--- src/rtl/rmie_pkg.sv ---
package rmie_pkg;
    localparam int unsigned WORD_W  = 16;
    localparam int unsigned FLAGS_W = 32;
    localparam int unsigned IP_W    = 32;

    localparam int unsigned BIT_TRAP   = 8;
    localparam int unsigned BIT_INTEN  = 9;
    localparam int unsigned BIT_RESUME = 16;
    localparam int unsigned BIT_ALIGN  = 18;

    typedef logic [WORD_W-1:0] word_t;

    typedef enum logic [2:0] {
        ST_IDLE, ST_PUSH_FL, ST_PUSH_CS, ST_PUSH_IP,
        ST_REQ_OFS, ST_WAIT_OFS, ST_REQ_SEG, ST_WAIT_SEG
    } seq_state_e;

    typedef enum logic [1:0] {SRC_FLAGS, SRC_CS, SRC_IP} push_src_e;

    typedef struct packed {
        logic      load;
        logic      push;
        push_src_e src;
        logic      rd_req;
        logic      rd_seg;
        logic      cap_ofs;
        logic      cap_seg;
    } ctl_t;

    function automatic logic [FLAGS_W-1:0] strip_ctrl(input logic [FLAGS_W-1:0] f);
        logic [FLAGS_W-1:0] r;
        r = f;
        r[BIT_TRAP]   = 1'b0;
        r[BIT_INTEN]  = 1'b0;
        r[BIT_RESUME] = 1'b0;
        r[BIT_ALIGN]  = 1'b0;
        return r;
    endfunction
endpackage

--- src/rtl/rmie_ctrl.sv ---
module rmie_ctrl
    import rmie_pkg::*;
(
    input  logic clk,
    input  logic rst,
    input  logic start,
    input  logic rd_valid,
    output ctl_t ctl,
    output logic busy,
    output logic done
);
    seq_state_e state;

    always_ff @(posedge clk) begin
        if (rst) begin
            state <= ST_IDLE;
            done  <= 1'b0;
        end else begin
            done <= 1'b0;
            unique case (state)
                ST_IDLE:     if (start) state <= ST_PUSH_FL;
                ST_PUSH_FL:  state <= ST_PUSH_CS;
                ST_PUSH_CS:  state <= ST_PUSH_IP;
                ST_PUSH_IP:  state <= ST_REQ_OFS;
                ST_REQ_OFS:  state <= ST_WAIT_OFS;
                ST_WAIT_OFS: if (rd_valid) state <= ST_REQ_SEG;
                ST_REQ_SEG:  state <= ST_WAIT_SEG;
                ST_WAIT_SEG: if (rd_valid) begin
                    state <= ST_IDLE;
                    done  <= 1'b1;
                end
                default:     state <= ST_IDLE;
            endcase
        end
    end

    always_comb begin
        ctl         = '0;
        ctl.src     = SRC_FLAGS;
        ctl.load    = (state == ST_IDLE) && start;
        ctl.push    = (state == ST_PUSH_FL) || (state == ST_PUSH_CS) || (state == ST_PUSH_IP);
        if (state == ST_PUSH_CS) ctl.src = SRC_CS;
        if (state == ST_PUSH_IP) ctl.src = SRC_IP;
        ctl.rd_req  = (state == ST_REQ_OFS) || (state == ST_REQ_SEG);
        ctl.rd_seg  = (state == ST_REQ_SEG);
        ctl.cap_ofs = (state == ST_WAIT_OFS) && rd_valid;
        ctl.cap_seg = (state == ST_WAIT_SEG) && rd_valid;
    end

    assign busy = (state != ST_IDLE);

    // Push counter used only by the checks below
    logic [2:0] push_cnt;
    always_ff @(posedge clk) begin
        if (rst || ctl.load) push_cnt <= '0;
        else if (ctl.push)   push_cnt <= push_cnt + 3'd1;
    end

    p_rd_pulse_r1: assert property (@(posedge clk) disable iff (rst)
        ctl.rd_req |=> !ctl.rd_req);
    p_done_pulse_r7: assert property (@(posedge clk) disable iff (rst)
        done |=> !done);
    p_three_pushes_r4: assert property (@(posedge clk) disable iff (rst)
        done |-> push_cnt == 3'd3);
endmodule

--- src/rtl/rmie_datapath.sv ---
module rmie_datapath
    import rmie_pkg::*;
#(
    parameter int unsigned ADDR_W = 20,
    parameter int unsigned VEC_W  = 8
) (
    input  logic               clk,
    input  logic               rst,
    input  ctl_t               ctl,
    input  logic [VEC_W-1:0]   vector,
    input  logic [FLAGS_W-1:0] flags_in,
    input  word_t              cs_in,
    input  logic [IP_W-1:0]    ip_in,
    input  word_t              ss_in,
    input  word_t              sp_in,
    input  word_t              rd_data,
    output logic [ADDR_W-1:0]  wr_addr,
    output word_t              wr_data,
    output logic [ADDR_W-1:0]  rd_addr,
    output word_t              new_cs,
    output logic [IP_W-1:0]    new_ip,
    output word_t              new_sp,
    output logic [FLAGS_W-1:0] new_flags
);
    localparam int unsigned SEG_SHIFT = 4;

    logic [FLAGS_W-1:0] flags_q;
    word_t              cs_q, ip_q, ss_q, sp_q, ofs_q, seg_q;
    logic [VEC_W-1:0]   vec_q;
    word_t              wr_off;

    always_ff @(posedge clk) begin
        if (rst) begin
            flags_q <= '0; cs_q <= '0; ip_q <= '0; ss_q <= '0; sp_q <= '0;
            vec_q <= '0; ofs_q <= '0; seg_q <= '0;
        end else begin
            if (ctl.load) begin
                flags_q <= flags_in;
                cs_q    <= cs_in;
                ip_q    <= ip_in[WORD_W-1:0];
                ss_q    <= ss_in;
                sp_q    <= sp_in;
                vec_q   <= vector;
            end else if (ctl.push) begin
                sp_q <= wr_off;
            end
            if (ctl.cap_ofs) ofs_q <= rd_data;
            if (ctl.cap_seg) seg_q <= rd_data;
        end
    end

    assign wr_off  = sp_q - word_t'(2);
    assign wr_addr = ADDR_W'({ss_q, {SEG_SHIFT{1'b0}}}) + ADDR_W'(wr_off);
    assign rd_addr = ADDR_W'({vec_q, ctl.rd_seg, 1'b0});

    always_comb begin
        unique case (ctl.src)
            SRC_CS:  wr_data = cs_q;
            SRC_IP:  wr_data = ip_q;
            default: wr_data = flags_q[WORD_W-1:0];
        endcase
    end

    assign new_cs    = seg_q;
    assign new_ip    = IP_W'(ofs_q);
    assign new_sp    = sp_q;
    assign new_flags = strip_ctrl(flags_q);

    p_sp_step_r3: assert property (@(posedge clk) disable iff (rst)
        ctl.push && $past(ctl.push) |-> wr_off == $past(wr_off) - word_t'(2));
endmodule

--- src/rtl/rmode_int_entry.sv ---
module rmode_int_entry
    import rmie_pkg::*;
#(
    parameter int unsigned ADDR_W = 20,
    parameter int unsigned VEC_W  = 8
) (
    input  logic               clk,
    input  logic               rst,
    input  logic               start,
    input  logic [VEC_W-1:0]   vector,
    input  logic [31:0]        flags_in,
    input  logic [15:0]        cs_in,
    input  logic [31:0]        ip_in,
    input  logic [15:0]        ss_in,
    input  logic [15:0]        sp_in,
    output logic               wr_en,
    output logic [ADDR_W-1:0]  wr_addr,
    output logic [15:0]        wr_data,
    output logic               rd_req,
    output logic [ADDR_W-1:0]  rd_addr,
    input  logic               rd_valid,
    input  logic [15:0]        rd_data,
    output logic               busy,
    output logic               done,
    output logic [15:0]        new_cs,
    output logic [31:0]        new_ip,
    output logic [15:0]        new_sp,
    output logic [31:0]        new_flags
);
    ctl_t ctl;

    rmie_ctrl i_ctrl (
        .clk(clk), .rst(rst), .start(start), .rd_valid(rd_valid),
        .ctl(ctl), .busy(busy), .done(done)
    );

    rmie_datapath #(.ADDR_W(ADDR_W), .VEC_W(VEC_W)) i_dp (
        .clk(clk), .rst(rst), .ctl(ctl), .vector(vector),
        .flags_in(flags_in), .cs_in(cs_in), .ip_in(ip_in),
        .ss_in(ss_in), .sp_in(sp_in), .rd_data(rd_data),
        .wr_addr(wr_addr), .wr_data(wr_data), .rd_addr(rd_addr),
        .new_cs(new_cs), .new_ip(new_ip), .new_sp(new_sp), .new_flags(new_flags)
    );

    assign wr_en  = ctl.push;
    assign rd_req = ctl.rd_req;

    p_port_excl_r2: assert property (@(posedge clk) disable iff (rst)
        !(wr_en && rd_req));
endmodule

--- config.mk ---
export PLATFORM = sky130hd
export DESIGN_NAME = rmode_int_entry
export DESIGN_NICKNAME = d
export VERILOG_FILES = /design/src/rtl/rmie_pkg.sv /design/src/rtl/rmie_ctrl.sv /design/src/rtl/rmie_datapath.sv /design/src/rtl/rmode_int_entry.sv
export SDC_FILE = /design/constraint.sdc
export NUM_CORES = 1
export LEC_CHECK = 0
export BUFFER_PORTS_ARGS = -buffer_cell sky130_fd_sc_hd__buf_2
export CAP_MARGIN = 10
export CELL_PAD_IN_SITES_DETAIL_PLACEMENT = 0
export CELL_PAD_IN_SITES_GLOBAL_PLACEMENT = 2
export CORE_MARGIN = 8
export CORE_UTILIZATION = 25
export CTS_CLUSTER_DIAMETER = 150
export DETAILED_ROUTE_END_ITERATION = 7
export PLACE_DENSITY_LB_ADDON = 0.3
export RECOVER_POWER = 25
export SYNTH_ARGS = -nofsm -noshare
export SYNTH_HDL_FRONTEND = slang
export SYNTH_SLANG_ARGS = --single-unit
--- constraint.sdc ---
create_clock -name clk -period 3.38 [get_ports clk]
set_input_delay 0.507 -clock clk [delete_from_list [all_inputs] [get_ports clk]]
set_output_delay 0.507 -clock clk [all_outputs]
set_load 0.05 [all_outputs]
# Yosys cells after proc, flatten, opt, wreduce, memory -nomap -nowiden
# Index checks and enable logic that the tools add are counted.
[word_totals] ramBits=0 latch_bits=0 rom_bits=0 output_inout_bits=156 elab_cells=46 ff_bits=140 n_memories=0
[op_classes] order_cmp=0 shifts=0 n_div=0 multipliers=0 addsub=2 bitwise_logic=1 eq_ne=12 muxes=10 reduce_logical=11
[op_table] cell="2-to-1 mux 16 bit" n=2
[op_table] cell="one-hot mux 16 bit (2 select lines)" n=1
[op_table] cell="one-hot mux 3 bit (8 select lines)" n=1
[op_table] cell="adder 20 x 16 -> 20 bit" n=1
[op_table] cell="subtractor 16 x 2 -> 16 bit (second input constant)" n=1
[op_table] cell="equality test 3 bit (second input constant)" n=4
[op_table] cell="2-to-1 mux 3 bit" n=3
[op_table] cell="equality test 3 x 2 -> 1 bit (second input constant)" n=2
[op_table] cell="!= test 2 bit (second input constant)" n=3
[op_table] cell="equality test 3 x 1 -> 1 bit (second input constant)" n=1
[op_table] cell="logical AND 1 bit" n=3
[op_table] cell="zero test 3 bit" n=1
[op_table] cell="logical OR 1 bit" n=3
[op_table] cell="AND reduction 3 bit" n=1
[op_table] cell="nonzero test 3 bit" n=1
[op_table] cell="equality test 2 x 1 -> 1 bit (second input constant)" n=1
[op_table] cell="equality test 2 bit (second input constant)" n=1
[op_table] cell="2-to-1 mux 1 bit" n=2
[op_table] cell="2-to-1 mux 2 bit" n=1
[op_table] cell="nonzero test 2 bit" n=1
[op_table] cell="OR reduction 2 bit" n=1
[op_table] cell="NOT 1 bit" n=1

# Logic depth before layout (Yosys ltp)
# Gate-level depths: netlist (run 1).
[logic_depth] depth_word=5 mapped_depth=12 ltp_nobuf=12

# By module
# Synthesis (run 1) repeated with hierarchy kept, for this count alone.
[hier_totals] hier_cells=750 area_unflattened_um2=6826.5
[modules_own_cells] module="rmie_datapath" cells_each=716 n_inst=1 area_per_inst_um2=6517.5
[modules_own_cells] module="rmie_ctrl" cells_each=34 n_inst=1 area_per_inst_um2=309.0

# Worst setup path before layout (run 1)
# OpenSTA, ideal clock, no wires.
[synth_path] path_kind="reg2out" from="register i_dp.sp_q[1], in the netlist i_dp.new_sp[1]" to="output port wr_addr[18]" n_path_buf=0 path_stages_with_launch=13 setup_slack_ns=-0.981 t_arrival_ns=3.854 path_cell_list="dfxtp_1 -> inv_1 -> ha_1 -> nand2_1 -> xnor2_1 -> inv_1 -> fa_1 -> nor2b_1 -> o2111ai_1 -> nand3b_1 -> a311o_1 -> o2111ai_1 -> xnor2_1"
[synth_between] elab_chain_len=2
[synth_lines] element="from (decl)" line_no="rmie_datapath.sv:28" rtl="word_t cs_q, ip_q, ss_q, sp_q, ofs_q, seg_q;"
[synth_lines] element="from (signal assigned)" line_no="rmie_datapath.sv:42" rtl="sp_q <= sp_in;"
[synth_lines] element="from (signal assigned)" line_no="rmie_datapath.sv:45" rtl="sp_q <= wr_off;"
[synth_lines] element="subtractor 16 x 2 -> 16 bit" line_no="rmie_datapath.sv:52" rtl="assign wr_off = sp_q - word_t'(2);"
[synth_lines] element="adder 20 x 16 -> 20 bit" line_no="rmie_datapath.sv:53" rtl="assign wr_addr = ADDR_W'({ss_q, {SEG_SHIFT{1'b0}}}) + ADDR_W'(wr_off);"
[synth_lines] element="to (decl)" line_no="rmode_int_entry.sv:17" rtl="output logic [ADDR_W-1:0] wr_addr,"
# Every way passes these cells.

# Final worst setup path (run 1)
# Ends and elaborated chain as after synthesis.

==> results.sh, run 1 <==
export IMPL_status="complete, but fails checks"
export IMPL_violations="capacitance limit, slew limit, setup timing"
export IMPL_ys_types=47
export IMPL_synth_ff_type="dfxtp_1"
export IMPL_clk_transition_reported_paths_ns=0.07
export IMPL_tns_ns=-2.054
export IMPL_dp_hpwl_mm=16.47
export IMPL_ys_warn_count=0
export IMPL_stdcell_area_sq_um=9221
export IMPL_track_usage_pct=14.24
export IMPL_dpl_cell_area_sq_um=8214
export IMPL_synth_cells=863
export IMPL_gp_congestion=0.7644
export IMPL_via_per_inst=4.399
export IMPL_clkSinkCount=138
export IMPL_min_period_over_period_pct=110.0
export IMPL_avgSynthCellArea_sq_um=7.630
export IMPL_gr_total_overflow=0
export IMPL_tightest_slew_ns=1.533
export IMPL_yosysSeqAreaShare_pct=41.95
export IMPL_h_tree_depth=4
export IMPL_arrival_ns=3.21
export IMPL_synthArstFlopShare_pct=0
export IMPL_critPathKind="reg2out"
export IMPL_fp_dieW_um=178.3
export IMPL_rows=59
export IMPL_synth_edf_count=0
export IMPL_total_power_w=0.006866
export IMPL_p_leak_nw=3.917
export IMPL_vias=6418
export IMPL_fin_ws_ns=-0.3373
export IMPL_initial_core_util_pct=25.34
export IMPL_critical_path_required_ns=2.87
export IMPL_layout_nets=1265
export IMPL_cts_root_buf="clkbuf_16"
export IMPL_grt_max_degree=139
export IMPL_startpoint_type="register"
export IMPL_drive_above_1_share_pct=31.34
export IMPL_slew_limit_headroom_pct=-2.224
export IMPL_finalClockSkew_ns=0.01754
export IMPL_drt_pass1_iterations=5
export IMPL_rsz0062_at_grt="yes"
export IMPL_netlist_area_sq_um=6585
export IMPL_synth_seq_cells=138
export IMPL_die_area_sq_um=31790
export IMPL_drt_antenna_violating_nets=0
export IMPL_syn_to_final_growth_pct=40.03
export IMPL_endpoint_kind="primary output"
export IMPL_tritoncts="built"
export IMPL_ir_drop_mv=0.5546
export IMPL_cap_violations=1
export IMPL_min_path_type="in2reg"
export IMPL_port_buffers=246
export IMPL_core_sq_um=25980
export IMPL_hold_viol_final=0
export IMPL_die_h_um=178.3
export IMPL_cts_buffer_depth=2
export IMPL_crit_path_max_fanout=4
export IMPL_routed_wirelength_mm=23.46
export IMPL_drc_errors=0
export IMPL_cts_buffers=17
export IMPL_post_route_min_period_ns=3.717
export IMPL_cts_hold_buffers=0
export IMPL_grt_pass1_vias=6425
export IMPL_setup_violations_final=9
export IMPL_drtIter0Drc=347
export IMPL_wl_per_cell_um=16.08
export IMPL_num_io_pins=296
export IMPL_antenna_found_initial=4
export IMPL_cellPowerDensity_nw_per_um2=744.5
export IMPL_worstSkewPairLatency_ns=0.43
export IMPL_final_max_slew_viol_count=22
export IMPL_max_freq_mhz=269.0
export IMPL_grt_pass1_wl_mm=35.62
==> through the flow <==
| step | hold WS, ns | worst slack (ns) | util, % | instances |
|---|---|---|---|---|
| 2_1_floorplan | 0.4357 | -0.1126 | - | 893 |
| 3_3_place_gp | 0.4386 | -0.1618 | 31.61 | 1407 |
| 3_5_place_dp | 0.4440 | -0.1767 | 31.61 | 1407 |
| 4_1_cts | 0.2866 | -0.4225 | 35.04 | 1450 |
| 5_1_grt | 0.3015 | -0.5171 | 35.48 | 1458 |
| 6_report | 0.3056 | -0.3373 | 35.49 | 1459 |
==> Yosys cell counts, drive strengths merged (3+ instances only) <==
master	number	area [sq um]
nand2	268	1006
a21oi	138	694.4
dfxtp	138	2763
buf	78	546.8
clkbuf	37	138.9
nor2	37	141.4
o21ai	27	135.1
mux2i	17	170.2
xnor2	17	148.9
ha	14	175.2
inv	11	41.29
xor2	10	87.58
nor3	9	55.05
nand3	7	35.03
a21o	6	45.04
a221oi	6	52.55
a222oi	4	40.04
nand2b	4	32.53
nand4	4	25.02
nor2b	4	25.02
nor4	4	40.04
o2111ai	3	26.28
==> per-layer routing <==
metal  global-route usage (%)  vias to the layer above  routed length [um]
met5                        0                        -                  48
met4                    4.065                        8                 237
met3                    5.970                       23                2004
met2                    22.16                      190               10460
met1                    17.75                     2931               10700
li1                         -                     3266                   -
==> state kept, by name (all words and copies together), names as in the netlist <==
| register | cells |
|---|---|
| i_dp.flags_q | 30 |
| i_dp.cs_q | 16 |
| i_dp.ip_q | 16 |
| i_dp.new_cs | 16 |
| i_dp.new_sp | 16 |
| i_dp.ofs_q | 16 |
| i_dp.ss_q | 16 |
| i_dp.vec_q | 8 |
| i_ctrl.state | 3 |
| i_ctrl.done | 1 |
==> final cells by class <==
class	count	area, sq um
clock buffers	18	439.2
fillers	2873	16760
repair buffers	313	1748
inverters	11	45.04
clock inverters	14	161.4
well taps	335	419.2
diodes	1	2.502
multi-input cells	629	3637
flip-flops and latches	138	2769
==> cells by family after synthesis <==
family,Yosys count,synth area share [%]
AND/OR/NAND/NOR,345,21.55
AO/OA/AOI/OAI,194,16.26
flip-flops,138,41.95
buffers and inverters,126,11.04
XOR/XNOR,27,3.591
multiplexers,17,2.584
adder cells (fa/ha/maj),15,2.964
other,1,0.05695
==> power by group <==
part	leakage (nW)	internal, W	switching [W]
Clock	0.284	0.00113	0.000816
Sequential	1.13	0.00176	0.000119
Combinational	2.50	0.00111	0.00193
==> repair_timing <==
item,in CTS,in global routing
endpoints found under the hold margin,0,0
gates resized for setup,47,27
setup buffers,11,8
setup endpoints to repair,10,12
pin swaps,20,26
==> worst max-delay path: stages, from the launching register on <==
cell        delay [ns]
dfxtp_4           0.36
buf_6             0.13
clkinvlp_4        0.08
ha_4              0.15
nand3_2           0.07
or3_4             0.37
xnor2_4           0.16
ha_4              0.23
o2111ai_2         0.08
nand3b_1          0.13
a311o_2           0.45
o2111ai_4         0.27
xnor2_4           0.14
buf_6             0.17
==> path summary, 6_finish.rpt <==
path	from	end	slack (ns)	cells past startpoint
worst min-delay path	flags_in[27]	i_dp.flags_q[27]$_SDFFE_PP0P_	0.31	3
worst max register to register	i_ctrl.state[0]$_SDFFE_PP0P_	i_ctrl.state[1]$_SDFFE_PP0P_	1.09	4
worst min register to register	i_dp.cs_q[9]$_SDFFE_PP0P_	i_dp.cs_q[9]$_SDFFE_PP0P_	0.45	2
worst max-delay path	i_dp.new_sp[1]$_SDFFE_PP0P_	wr_addr[18]	-0.34	13
==> cell usage in the layout, fill, tap and decap left out, drive strengths merged, types with 2 or more instances in the layout <==
cell type  synthesis  final
a221oi             6      6
nand3b             2      2
a31oi              2      2
nor2b              4      4
nand3              7      7
clkbuf            37     78
nor2              37     37
dfxtp            138    138
buf               78    253
a22oi              2      2
conb               1     31
a21o               6      6
bufinv             0      2
a21oi            138    138
nand2            268    268
mux2i             17     17
o2111ai            3      3
clkinv             0      2
nor3               9      9
nor4               4      4
a222oi             4      4
o211ai             2      2
nand2b             4      4
nand4              4      4
or3                2      2
xor2              10     10
clkinvlp           0      5
o21ai             27     27
ha                14     14
inv               11     16
xnor2             17     17
(Power assumes the default switching activity.)
==> run 2, diff against run 1 <==
==> constraint.sdc (replaced) <==
create_clock -name clk -period 3.38 [get_ports clk]
set_input_delay 1.014 -clock clk [delete_from_list [all_inputs] [get_ports clk]]
set_output_delay 1.014 -clock clk [all_outputs]
set_load 0.05 [all_outputs]
==> run 2 against run 1 <==
- the flow still finishes with violations (capacitance limit, slew limit, setup timing)
- cell area rose by 4.0%
- first-iteration DRC count fell by 6.3%
- hold slack better by 0.15 ns
- core utilization increased by 1.4 points
- register-to-register slack got worse by 0.17 ns
- via count rose by 0.51%
- final cell count increased by 1.2%
- non-clock buffer count up 18
- global-route usage rose by 0.13 points
- sequential power hardly changed
- critical path type unchanged
- largest cell class unchanged
- largest power group unchanged
==> results.sh, run 2 (synthesis results as in run 1) <==
export IMPL_cts_root_buf="clkbuf_16"
export IMPL_critPathKind="reg2out"
export IMPL_final_cell_mix="nand2_1, buf_2, dfxtp_1"
export IMPL_rsz0062_at_grt="yes"
export IMPL_min_path_type="reg2reg"
export IMPL_die_area_sq_um=31790
export IMPL_status="complete, but fails checks"
export IMPL_drive_above_1_share_pct=36.37
export IMPL_vias=6451
export IMPL_drtIter0Drc=325
export IMPL_cap_violations=1
export IMPL_critical_path_cell_chain="nor4_4 > nand4_1 > nor3_2 > xor2_1 > ha_1 > and3_4 > a311o_1 > buf_4 > nand4_1 > o311a_2 > buf_8"
export IMPL_cts_buffers=17
export IMPL_p_leak_nw=4.183
export IMPL_initial_core_util_pct=25.34
export IMPL_tightest_slew_ns=1.736
export IMPL_violations="capacitance limit, slew limit, setup timing"
export IMPL_drt_antenna_violating_nets=0
export IMPL_top_layer="met5"
export IMPL_cellPowerDensity_nw_per_um2=742.3
export IMPL_rows=59
export IMPL_drt_pass1_iterations=6
export IMPL_layout_nets=1283
export IMPL_crit_family="simple AND/OR/NAND/NOR gates"
export IMPL_die_h_um=178.3
export IMPL_mostFrequentLayoutCell="nand2_1"
export IMPL_arrival_ns=3.17
export IMPL_max_freq_mhz=238.7
export IMPL_post_place_cells=1428
export IMPL_largest_reg_flops=30
export IMPL_ir_drop_mv=0.6917
export IMPL_slowest_stage="a311o_1"
export IMPL_track_usage_pct=14.37
export IMPL_hold_viol_final=0
export IMPL_slew_limit_headroom_pct=-15.74
export IMPL_crit_top_cell="nand4_1"
export IMPL_num_io_pins=296
export IMPL_max_stage_delay_ns=0.39
export IMPL_fp_dieW_um=178.3
export IMPL_wl_per_cell_um=15.89
export IMPL_wl_met3_mm=1.930
export IMPL_post_route_min_period_ns=4.189
export IMPL_r2r_slack_ns=0.92
export IMPL_dpl_worst_slack_ns=-0.6695
export IMPL_reg2reg_from="i_ctrl.state[0]$_SDFFE_PP0P_"
export IMPL_min_period_over_period_pct=123.9
export IMPL_min_to="i_dp.cs_q[1]$_SDFFE_PP0P_"
export IMPL_syn_to_final_growth_pct=45.66
export IMPL_rr_worst_depth=6
export IMPL_dpl_cell_area_sq_um=8439
export IMPL_critical_path_required_ns=2.37
export IMPL_via_per_inst=4.368
export IMPL_endpoint_kind="primary output"
export IMPL_critPathLaunch="i_dp.new_sp[8]$_SDFFE_PP0P_"
export IMPL_tritoncts="built"
export IMPL_min_from="i_dp.cs_q[1]$_SDFFE_PP0P_"
export IMPL_dp_hpwl_mm=16.43
export IMPL_fin_ws_ns=-0.8086
export IMPL_cts_hold_buffers=0
export IMPL_wl_met1_mm=10.58
export IMPL_gr_total_overflow=0
export IMPL_gp_congestion=0.7449
export IMPL_clk_transition_reported_paths_ns=0.07
export IMPL_grt_max_degree=139
export IMPL_cts_buffer_depth=2
export IMPL_crit_buf_inv=2
export IMPL_routed_wirelength_mm=23.47
export IMPL_worstSkewPairLatency_ns=0.42
export IMPL_grt_pass1_wl_mm=36.14
export IMPL_crit_path_max_fanout=4
export IMPL_hold_depth=2
export IMPL_stdcell_area_sq_um=9592
export IMPL_grt_pass1_vias=6475
export IMPL_reg2reg_to="i_dp.flags_q[30]$_SDFFE_PP0P_"
export IMPL_post_layout_nonfiller_instances=1477
export IMPL_clkSinkCount=138
export IMPL_finalClockSkew_ns=0.01285
export IMPL_utilization_pct=36.91
export IMPL_core_sq_um=25980
export IMPL_antenna_found_initial=5
export IMPL_setup_violations_final=13
export IMPL_h_tree_depth=4
export IMPL_startpoint_type="register"
export IMPL_port_buffers=246
export IMPL_regMostFlops="i_dp.flags_q"
export IMPL_final_max_slew_viol_count=139
export IMPL_drc_errors=0
export IMPL_wl_met2_mm=10.64
-- run 2: how the worst max path moves through the flow --
stage | slack [ns] | to | cells after the start
5_1_grt | -0.97 | wr_addr[18] | 10
2_1_floorplan | -0.62 | wr_addr[18] | 10
6_report | -0.81 | wr_addr[16] | 11
4_1_cts | -0.85 | wr_addr[15] | 12
3_3_place_gp | -0.67 | wr_addr[18] | 11
3_5_place_dp | -0.67 | wr_addr[18] | 11
-- run 2: power breakdown --
group          total, W  internal [W]  leakage [nW]  switching (W)
sequential      0.00188       0.00176          1.13       0.000114
clock           0.00183      0.000992         0.272       0.000841
combinational   0.00341       0.00135          2.78        0.00206
total           0.00712       0.00410          4.18        0.00302
-- run 2: per-layer routing --
metal,up-vias,GRT usage [%]
met5,-,0
met4,10,4.134
met3,26,5.271
met2,179,22.43
met1,2940,18.31
li1,3296,-
-- run 2: stage by stage --
| stage | total power [W] | setup TNS, ns | hold WS [ns] |
|---|---|---|---|
| after floorplan | 0.003922 | -5.474 | 0.4357 |
| after global placement | 0.004751 | -4.826 | 0.4384 |
| after detailed placement | 0.004758 | -4.650 | 0.4430 |
| after CTS | 0.007162 | -7.604 | 0.4526 |
| after global routing | 0.007500 | -9.329 | 0.4720 |
| final | 0.007120 | -7.166 | 0.4525 |
-- run 2: final cells by class --
type	instances	area, sq um
repair buffers	331	1986
multi-input cells	629	3799
fillers	2877	16390
clock inverters	14	125.1
well taps	335	419.2
flip-flops and latches	138	2776
inverters	11	45.04
diodes	1	2.502
clock buffers	18	439.2
-- run 2: worst register-to-register path, delay by kind of cell, from the launching register on --
family,cells,cell delay (ns)
compound gates,1,0.14
buf+inv,2,0.77
flops,1,0.30
simple gates,3,1.16
-- run 2: what timing repair did --
action / 4_1_cts / 5_1_grt
resized for setup: 98 / 12
buffers inserted: 14 / 4
pin swaps: 39 / 16
endpoints found under the setup margin: 14 / 14
==> run 3, diff against run 2 <==
--- a/config.mk
+++ b/config.mk
@@ -9,7 +9,7 @@
 export CAP_MARGIN = 10
 export CELL_PAD_IN_SITES_DETAIL_PLACEMENT = 0
 export CELL_PAD_IN_SITES_GLOBAL_PLACEMENT = 2
-export CORE_MARGIN = 8
+export CORE_MARGIN = 4
 export CORE_UTILIZATION = 25
 export CTS_CLUSTER_DIAMETER = 150
 export DETAILED_ROUTE_END_ITERATION = 7
==> run 3 against run 2 <==
- the flow still finishes with violations (capacitance limit, slew limit, setup timing)
- die area decreased by 8.8%
- via count increased by 0.11%
- register-to-register slack improved by 0.23 ns
- maximum frequency decreased by 2.3%
- highest routed layer unchanged
- largest power group unchanged
==> results.sh, run 3 (synthesis results as in run 1) <==
export IMPL_status="complete, but fails checks"
export IMPL_violations="capacitance limit, slew limit, setup timing"
export IMPL_rsz0062_at_grt="yes"
export IMPL_drtIter0Drc=291
export IMPL_p_leak_nw=4.280
export IMPL_min_path_type="reg2reg"
export IMPL_regMostFlops="i_dp.flags_q"
export IMPL_grt_pass1_vias=6189
export IMPL_critical_path_required_ns=2.37
export IMPL_post_layout_nonfiller_instances=1479
export IMPL_grt_max_degree=103
export IMPL_final_max_slew_viol_count=49
export IMPL_drt_pass1_iterations=4
export IMPL_setup_violations_final=20
export IMPL_dpl_worst_slack_ns=-0.6531
export IMPL_hold_viol_final=0
export IMPL_ir_drop_mv=0.4637
export IMPL_min_period_over_period_pct=126.8
export IMPL_die_h_um=170.3
export IMPL_critPathLaunch="i_dp.new_sp[1]$_SDFFE_PP0P_"
export IMPL_critPathKind="reg2out"
export IMPL_min_from="i_dp.new_cs[2]$_SDFFE_PP0P_"
export IMPL_cap_violations=1
export IMPL_track_usage_pct=14.93
export IMPL_cts_buffer_depth=2
export IMPL_tritoncts="built"
export IMPL_cellPowerDensity_nw_per_um2=725.1
export IMPL_num_fill_cells=2835
export IMPL_slew_limit_headroom_pct=-51.67
export IMPL_switchingPower_w=0.002898
export IMPL_gr_total_overflow=0
export IMPL_core_sq_um=25980
export IMPL_max_freq_mhz=233.3
export IMPL_startpoint_type="register"
export IMPL_routed_wirelength_mm=22.48
export IMPL_dp_hpwl_mm=15.93
export IMPL_vias=6458
export IMPL_drc_errors=0
export IMPL_wl_per_cell_um=15.20
export IMPL_finalClockSkew_ns=0.01094
export IMPL_port_buffers=246
export IMPL_endpoint_kind="primary output"
export IMPL_combPwrFrac_pct=47.6
export IMPL_antenna_cells=0
export IMPL_num_io_pins=296
export IMPL_final_cell_mix="nand2_1, buf_2, dfxtp_1"
export IMPL_initial_core_util_pct=25.34
export IMPL_mostFrequentLayoutCell="nand2_1"
export IMPL_rows=59
export IMPL_gp_congestion=0.7693
export IMPL_sw_frac_of_total_pct=41.96
export IMPL_layout_nets=1287
export IMPL_tightest_slew_ns=2.275
export IMPL_largest_reg_flops=30
export IMPL_reg2reg_from="i_ctrl.state[0]$_SDFFE_PP0P_"
export IMPL_cts_buffers=17
export IMPL_via_per_inst=4.366
export IMPL_syn_to_final_growth_pct=44.63
export IMPL_drive_above_1_share_pct=37.94
export IMPL_die_area_sq_um=29000
export IMPL_power_share_clock_pct=25.3
export IMPL_power_frac_seq_pct=27.1
export IMPL_arrival_ns=3.27
export IMPL_tns_ns=-8.784
export IMPL_grt_pass1_wl_mm=34.44
export IMPL_clk_transition_reported_paths_ns=0.06
export IMPL_h_tree_depth=4
export IMPL_cts_root_buf="clkbuf_16"
export IMPL_antenna_found_initial=3
export IMPL_post_place_cells=1430
export IMPL_drt_antenna_violating_nets=0
export IMPL_whs_ns=0.4524
export IMPL_fin_ws_ns=-0.9068
export IMPL_worstSkewPairLatency_ns=0.42
export IMPL_p_int_w=0.004008
export IMPL_clkSinkCount=138
export IMPL_post_route_min_period_ns=4.287
export IMPL_crit_path_max_fanout=4
export IMPL_fp_dieW_um=170.3
[run 3: path summary, 6_finish.rpt]
kind                                 end  slack [ns]  cells past startpoint
max                          wr_addr[18]       -0.91                     12
min          i_dp.new_cs[2]$_SDFFE_PP0P_        0.45                      2
max reg2reg  i_dp.new_sp[3]$_SDFFE_PP0P_        1.15                      6
min reg2reg  i_dp.new_cs[2]$_SDFFE_PP0P_        0.45                      2
[run 3: area by class of cell]
cell class                 count  area [sq um]  share of cell area [%]
clock inverter                12         93.84                  0.9853
inverter                      11         45.04                  0.4729
tap                          335         419.2                   4.401
sequential                   138          2774                   29.13
clock buffer                  19         442.9                   4.651
multi-input combinational    629          3709                   38.94
timing repair buffer         335          2041                   21.43
[run 3: critical path, cell delays in order (launching register included)]
cell,delay (ns)
dfxtp_4,0.36
buf_6,0.12
clkinvlp_4,0.07
ha_4,0.15
nand4_1,0.25
nor3_2,0.25
xor2_1,0.18
ha_1,0.28
and3_4,0.18
a311o_2,0.45
o2111ai_4,0.26
xnor2_4,0.15
buf_6,0.17
[run 3: through the flow]
stage	utilization, %	total power [W]	area [sq um]
floorplan	-	0.003922	6915
global placement	32.58	0.004749	8467
detailed placement	32.58	0.004759	8467
CTS	36.10	0.006891	9382
global route	36.65	0.007284	9524
finish	36.65	0.006906	9524
[run 3: power groups by stage]
stage | clock [W] | combinational [W] | sequential [W]
after floorplan | 0 | 0.00188 | 0.00204
after global placement | 0 | 0.00286 | 0.00189
after detailed placement | 0 | 0.00287 | 0.00189
after CTS | 0.00181 | 0.00322 | 0.00186
after global routing | 0.00188 | 0.00351 | 0.00189
final | 0.00175 | 0.00329 | 0.00187
[run 3: layer usage]
layer,up-vias,GRT usage [%],routed length [um]
met4,6,4.340,382
met5,-,0,43
li1,3306,-,-
met2,208,23.61,10190
met1,2912,19.31,9988
met3,26,5.226,1876
[run 3: what timing repair did]
action,4_1_cts,5_1_grt
gates cloned,0,0
pin swaps,29,26
hold buffers,0,0
setup endpoints to repair,15,15
gates resized for setup,69,24
setup buffers,12,6
